File: src/rtl/i2c_aps_pkg.sv
// Shared types for the I2C address phase sequencer.
package i2c_aps_pkg;

    // Outcome codes reported with the done pulse.
    typedef enum logic [1:0] {
        ST_OK      = 2'b00,
        ST_INVALID = 2'b01,
        ST_NOACK   = 2'b10
    } aps_status_e;

    // Sequencer states.
    typedef enum logic [2:0] {
        S_IDLE,
        S_CHECK,
        S_START,
        S_BYTE1,
        S_BYTE2,
        S_DONE
    } aps_state_e;

    // Fixed upper five bits of the extended-address first byte.
    localparam logic [4:0] EXT_PREFIX = 5'b11110;

endpackage

File: src/rtl/i2c_aps_classify.sv
// Address classifier.
// What it does: from a latched address and direction flag, decide between
// short and extended framing, flag invalid addresses, and build both bytes.
// Assumes: ADDR_W >= 10. Purely combinational.
module i2c_aps_classify
    import i2c_aps_pkg::*;
#(
    parameter int ADDR_W = 12
) (
    input  logic [ADDR_W-1:0] addr_i,
    input  logic              rd_i,
    output logic              invalid_o,
    output logic              ext_o,
    output logic [7:0]        byte1_o,
    output logic [7:0]        byte2_o
);
    localparam int EXT_W   = 10;
    localparam int SHORT_W = 7;

    logic over_range;
    logic reserved_short;

    // Detect addresses beyond the extended range; only exists if the port is wider.
    generate
        if (ADDR_W > EXT_W) begin : g_range
            assign over_range = |addr_i[ADDR_W-1:EXT_W];
        end else begin : g_norange
            assign over_range = 1'b0;
        end
    endgenerate

    // Choose framing and mark reserved short addresses.
    always_comb begin
        ext_o          = !over_range && (|addr_i[EXT_W-1:SHORT_W]);
        reserved_short = !over_range && !ext_o && (&addr_i[6:3]);
        invalid_o      = over_range || reserved_short;
    end

    // Assemble the bytes sent on the bus.
    always_comb begin
        if (ext_o) byte1_o = {EXT_PREFIX, addr_i[9:8], rd_i};
        else       byte1_o = {addr_i[SHORT_W-1:0], rd_i};
        byte2_o = addr_i[7:0];
    end
endmodule

File: src/rtl/i2c_aps_fsm.sv
// Address phase control FSM.
// What it does: latches a request, issues START and address byte commands
// to the byte engine one at a time, and reports the outcome.
// Assumes: the engine answers eng_done at least one cycle after cmd_valid;
// eng_done outside a waiting state is ignored.
module i2c_aps_fsm
    import i2c_aps_pkg::*;
#(
    parameter int ADDR_W = 12
) (
    input  logic              clk,
    input  logic              rst_n,
    input  logic              go,
    input  logic [ADDR_W-1:0] addr,
    input  logic              rd,
    input  logic              invalid_i,
    input  logic              ext_i,
    input  logic [7:0]        byte1_i,
    input  logic [7:0]        byte2_i,
    input  logic              eng_done,
    input  logic              eng_ack,
    output logic [ADDR_W-1:0] addr_q,
    output logic              rd_q,
    output logic              busy,
    output logic              done,
    output logic [1:0]        status,
    output logic              cmd_valid,
    output logic              cmd_start,
    output logic [7:0]        cmd_byte,
    output logic              cmd_stop
);
    aps_state_e  state_q;
    aps_status_e status_q;

    // Sequence the phase and register all outward signals.
    always_ff @(posedge clk) begin
        if (!rst_n) begin
            state_q   <= S_IDLE;
            status_q  <= ST_OK;
            addr_q    <= '0;
            rd_q      <= 1'b0;
            done      <= 1'b0;
            cmd_valid <= 1'b0;
            cmd_start <= 1'b0;
            cmd_byte  <= '0;
            cmd_stop  <= 1'b0;
        end else begin
            done      <= 1'b0;
            cmd_valid <= 1'b0;
            case (state_q)
                S_IDLE: begin
                    if (go) begin
                        addr_q  <= addr;
                        rd_q    <= rd;
                        state_q <= S_CHECK;
                    end
                end
                S_CHECK: begin
                    if (invalid_i) begin
                        status_q <= ST_INVALID;
                        done     <= 1'b1;
                        state_q  <= S_DONE;
                    end else begin
                        cmd_valid <= 1'b1;
                        cmd_start <= 1'b1;
                        cmd_stop  <= 1'b0;
                        state_q   <= S_START;
                    end
                end
                S_START: begin
                    if (eng_done) begin
                        cmd_valid <= 1'b1;
                        cmd_start <= 1'b0;
                        cmd_byte  <= byte1_i;
                        cmd_stop  <= 1'b0;
                        state_q   <= S_BYTE1;
                    end
                end
                S_BYTE1: begin
                    if (eng_done) begin
                        if (!eng_ack) begin
                            status_q <= ST_NOACK;
                            done     <= 1'b1;
                            state_q  <= S_DONE;
                        end else if (ext_i) begin
                            cmd_valid <= 1'b1;
                            cmd_start <= 1'b0;
                            cmd_byte  <= byte2_i;
                            cmd_stop  <= 1'b0;
                            state_q   <= S_BYTE2;
                        end else begin
                            status_q <= ST_OK;
                            done     <= 1'b1;
                            state_q  <= S_DONE;
                        end
                    end
                end
                S_BYTE2: begin
                    if (eng_done) begin
                        status_q <= eng_ack ? ST_OK : ST_NOACK;
                        done     <= 1'b1;
                        state_q  <= S_DONE;
                    end
                end
                default: state_q <= S_IDLE;
            endcase
        end
    end

    // Present busy and status.
    always_comb begin
        busy   = (state_q != S_IDLE);
        status = status_q;
    end

    // the completion pulse never lasts two cycles.
    a_r11_done_pulse: assert property (@(posedge clk) disable iff (!rst_n)
        done |=> !done);

    // busy is low in the cycle after done.
    a_r11_idle_after_done: assert property (@(posedge clk) disable iff (!rst_n)
        done |=> !busy);

    // each command is a single-cycle pulse.
    a_r8_cmd_pulse: assert property (@(posedge clk) disable iff (!rst_n)
        cmd_valid |=> !cmd_valid);

    // a rejected address completes straight from the check state, with no command.
    a_r2_invalid_quiet: assert property (@(posedge clk) disable iff (!rst_n)
        (done && status == ST_INVALID) |-> (!cmd_valid && $past(state_q) == S_CHECK));

    // a refused first byte ends the phase without another command.
    a_r5_prefix_nack_ends: assert property (@(posedge clk) disable iff (!rst_n)
        (state_q == S_BYTE1 && eng_done && !eng_ack) |=> (done && !cmd_valid));

    // the latched address holds for the whole phase.
    a_r9_addr_held: assert property (@(posedge clk) disable iff (!rst_n)
        (busy && $past(busy)) |-> $stable(addr_q));
endmodule

File: src/rtl/i2c_addr_phase_seq.sv
// I2C address phase sequencer, top level.
// What it does: validates a target address and drives a byte engine through
// START plus one or two address bytes, never requesting STOP.
// Assumes: engine handshake as described in i2c_aps_fsm.
module i2c_addr_phase_seq
    import i2c_aps_pkg::*;
#(
    parameter int ADDR_W = 12
) (
    input  logic              clk,
    input  logic              rst_n,
    input  logic              go,
    input  logic [ADDR_W-1:0] addr,
    input  logic              rd,
    output logic              busy,
    output logic              done,
    output logic [1:0]        status,
    output logic              cmd_valid,
    output logic              cmd_start,
    output logic [7:0]        cmd_byte,
    output logic              cmd_stop,
    input  logic              eng_done,
    input  logic              eng_ack
);
    logic [ADDR_W-1:0] addr_q;
    logic              rd_q;
    logic              invalid;
    logic              ext;
    logic [7:0]        byte1;
    logic [7:0]        byte2;

    i2c_aps_classify #(.ADDR_W(ADDR_W)) u_classify (
        .addr_i    (addr_q),
        .rd_i      (rd_q),
        .invalid_o (invalid),
        .ext_o     (ext),
        .byte1_o   (byte1),
        .byte2_o   (byte2)
    );

    i2c_aps_fsm #(.ADDR_W(ADDR_W)) u_fsm (
        .clk       (clk),
        .rst_n     (rst_n),
        .go        (go),
        .addr      (addr),
        .rd        (rd),
        .invalid_i (invalid),
        .ext_i     (ext),
        .byte1_i   (byte1),
        .byte2_i   (byte2),
        .eng_done  (eng_done),
        .eng_ack   (eng_ack),
        .addr_q    (addr_q),
        .rd_q      (rd_q),
        .busy      (busy),
        .done      (done),
        .status    (status),
        .cmd_valid (cmd_valid),
        .cmd_start (cmd_start),
        .cmd_byte  (cmd_byte),
        .cmd_stop  (cmd_stop)
    );
endmodule

File: config.mk
export PLATFORM = sky130hd
export DESIGN_NAME = i2c_addr_phase_seq
export DESIGN_NICKNAME = d
export VERILOG_FILES = /design/src/rtl/i2c_aps_pkg.sv /design/src/rtl/i2c_aps_classify.sv /design/src/rtl/i2c_aps_fsm.sv /design/src/rtl/i2c_addr_phase_seq.sv
export SDC_FILE = /design/constraint.sdc
export NUM_CORES = 1
export LEC_CHECK = 0
export CAP_MARGIN = 20
export CORE_AREA = 8 8 73 75
export CTS_BUF_LIST = sky130_fd_sc_hd__clkbuf_4 sky130_fd_sc_hd__clkbuf_8
export DETAILED_ROUTE_END_ITERATION = 7
export DIE_AREA = 0 0 81 83
export SYNTH_ARGS = -nofsm -noshare
export SYNTH_HDL_FRONTEND = slang
export SYNTH_SLANG_ARGS = --single-unit
File: constraint.sdc
create_clock -name clk -period 1.5 [get_ports clk]
set_input_delay 0.3 -clock clk [delete_from_list [all_inputs] [get_ports clk]]
set_output_delay 0.3 -clock clk [all_outputs]
set_load 0.01 [all_outputs]
==> flow_summary.toml <==
[cts]
ctsHoldBuffers = 0
cts_buffers = 5
cts_tree = "built"
htree_levels = 2
clkSinkCount = 29
clkLatencyLatePin_ns = 0.28
max-clock-path-buffers = 2
clkTransAtPathRegs_ns = 0.06
cts-root-buf = "clkbuf_8"

[min_path]
hp-class = "register to register"

[synth]
synth_nets = 194
synth_cell_type_count = 38
synth-edff-count = 0
syn_inst = 176
ys.flop_type = "dfxtp_1"
ys_ff_latch = 29
yosys_warnings = 0
ys_seq_area_frac = 0.416
ys_async_sr_fraction = 0
postSynthAreaPerCell_um2 = 7.93
syn_area_um2 = 1400

[power_and_ir_drop]
power.total_uw = 2600
swShare = 0.323
switchingPower_uw = 840
peakVddDrop_v = 0.000625
power.internal_uw = 1760
leakage_uw = 0.000947
clkPwrFrac = 0.271
power_frac_seq = 0.363
pwr-share-comb = 0.366
powerDensity_nw_per_um2 = 1250

[floorplanning]
rows = 24
die_area_um2 = 6720
die_y_um = 83
boundaryPins = 33
start_util = 0.332
die-width_um = 81
coreArea_um2 = 4200

[routing]
drt_first_pass_iters = 4
top_layer = "met4"
ant_nets = 0
vias_per_cell = 4.85
drt_iter0_markers = 44
wl_met1_mm = 1.63
drc = 0
wl_met3_um = 198
wl_met2_mm = 1.67
wire_per_inst_um = 12.7
vias = 1358
routed_wirelength_mm = 3.55

[critical_path]
cp_slowest_cell = "clkdlybuf4s50_1"
path_buf_inv = 1
cp_cell_sequence = "clkdlybuf4s50_1"
critPathKind = "register to output port"
startpoint_type = "register"
crit_family = "buffers and inverters"
worstPathArrival_ns = 1.16
slowest_delay_ns = 0.54
crit_fanout = 2
crit_required_ns = 1.20
critPathCaptureType = "output port"

[cells_and_area]
utilization = 0.497
seq_area_um2 = 584
drive_gt1_frac = 0.197
layout_common_cells = "nand2_1 (48), dfxtp_1 (26), clkdlybuf4s50_1 (23), a21oi_1 (21), buf_4 (19)"
final_common_cell = "nand2_1"
area_growth_pct = 49.6
antenna_cells = 0
fillCellCount = 435
final_cells = 280
multi_input_area_um2 = 787
nNetsFinal = 245

[sta]
fin_crit_ns = 1.46
hold_viol = 0
rsz0062_at_grt = "true"
min_period_over_period = 0.972
drv_slew = 0
hold_ws_ns = 0.462
finalClockSkew_ns = 0.00604
setup-tns-final_ns = 0
max_freq_ghz = 0.686
setup_viol_count_final = 0

[outcome]
status = "finished clean"

[grt]
overflow = 0
grt_max_degree = 14
gr-usage-all-layers = 0.115
grt_pass1_wl_mm = 6.24
grt_pass1_vias = 1416
antenna_found_initial = 0

[placement]
io_buffers = 31
place.gp.congestion = 0.809
dpl.hpwl_mm = 2.66
post-place-cells = 269

[run]
cap_violations = 0
-- per-stage QoR --
stage	area, um^2	worst slack [ns]
6_report	2090	0.0418
4_1_cts	2010	0.00162
3_5_place_dp	1900	-0.161
3_3_place_gp	1900	-0.153
5_1_grt	2090	-0.0392
2_1_floorplan	1400	0.0858
-- worst min-delay path, stage by stage (launching register included) --
cell and delay [ns]:
dfxtp_1 0.31, nand2_1 0.05, mux2i_1 0.05
-- cells in the mapped netlist (2+ instances only) --
library cell	count	area [um^2]
mux2i_1	8	80.1
nor2_1	9	33.8
clkbuf_1	4	15.0
dfxtp_1	29	581
nand4_1	2	12.5
nor2b_1	2	12.5
o21ai_0	7	35.0
a21oi_1	21	105
a31o_2	2	17.5
nand2b_1	3	18.8
o221ai_1	5	43.8
inv_1	3	11.3
nand2_1	48	180
buf_2	6	30.0
nand3_1	3	15.0
nor3_1	2	10.0
-- sequential cells by signal, summed over array words and instances (netlist names) --
register and count:
u_fsm.addr_q 12, u_fsm.cmd_byte 8, u_fsm.state_q 3, u_fsm.status 2
u_fsm.cmd_start 1, u_fsm.cmd_valid 1, u_fsm.done 1, u_fsm.rd_q 1
-- path summary, 6_finish.rpt --
kind / to / slack, ns / startpoint / cells past startpoint
worst max register to register: u_fsm.cmd_byte[1] / 0.07 / u_fsm.state_q[2] / 6
worst min-delay path: u_fsm.cmd_byte[1] / 0.46 / u_fsm.cmd_byte[1] / 2
worst max-delay path: cmd_start / 0.04 / u_fsm.cmd_start / 1
worst min register to register: u_fsm.cmd_byte[1] / 0.46 / u_fsm.cmd_byte[1] / 2
-- cells by family after synthesis --
| kind of cell | after synthesis | share of synthesized area |
|---|---|---|
| mux | 8 | 0.0573 |
| flops | 29 | 0.416 |
| buf+inv | 14 | 0.0457 |
| other cells | 1 | 0.00269 |
| simple gates | 78 | 0.255 |
| compound gates | 46 | 0.223 |
-- power by group through the flow --
stage               sequential [uW]  clock, uW  combinational (uW)
floorplan                       956          0                 485
global placement                946          0                 899
detailed placement              946          0                 902
CTS                             932        727                 896
global route                    958        764                1060
finish                          945        705                 951
-- metal layers --
layer  global-route usage  vias to the layer above
li1                     -                      721
met1                0.133                      600
met2                0.185                       31
met3               0.0399                        6
met4               0.0472                        0
met5                    0                        -
-- final cells by class --
class | count | area share
multi-input combinational | 133 | 0.377
sequential | 29 | 0.280
timing repair buffer | 55 | 0.258
clock buffer | 7 | 0.0461
tap | 52 | 0.0312
inverter | 3 | 0.00539
clock inverter | 1 | 0.00240
-- what timing repair did --
item | 4_1_cts | 5_1_grt
pin swaps | 0 | 3
setup buffers | 0 | 3
resized for setup | 3 | 18
setup endpoints to repair | 2 | 18
Note: power is estimated with default switching activity, not from simulation.
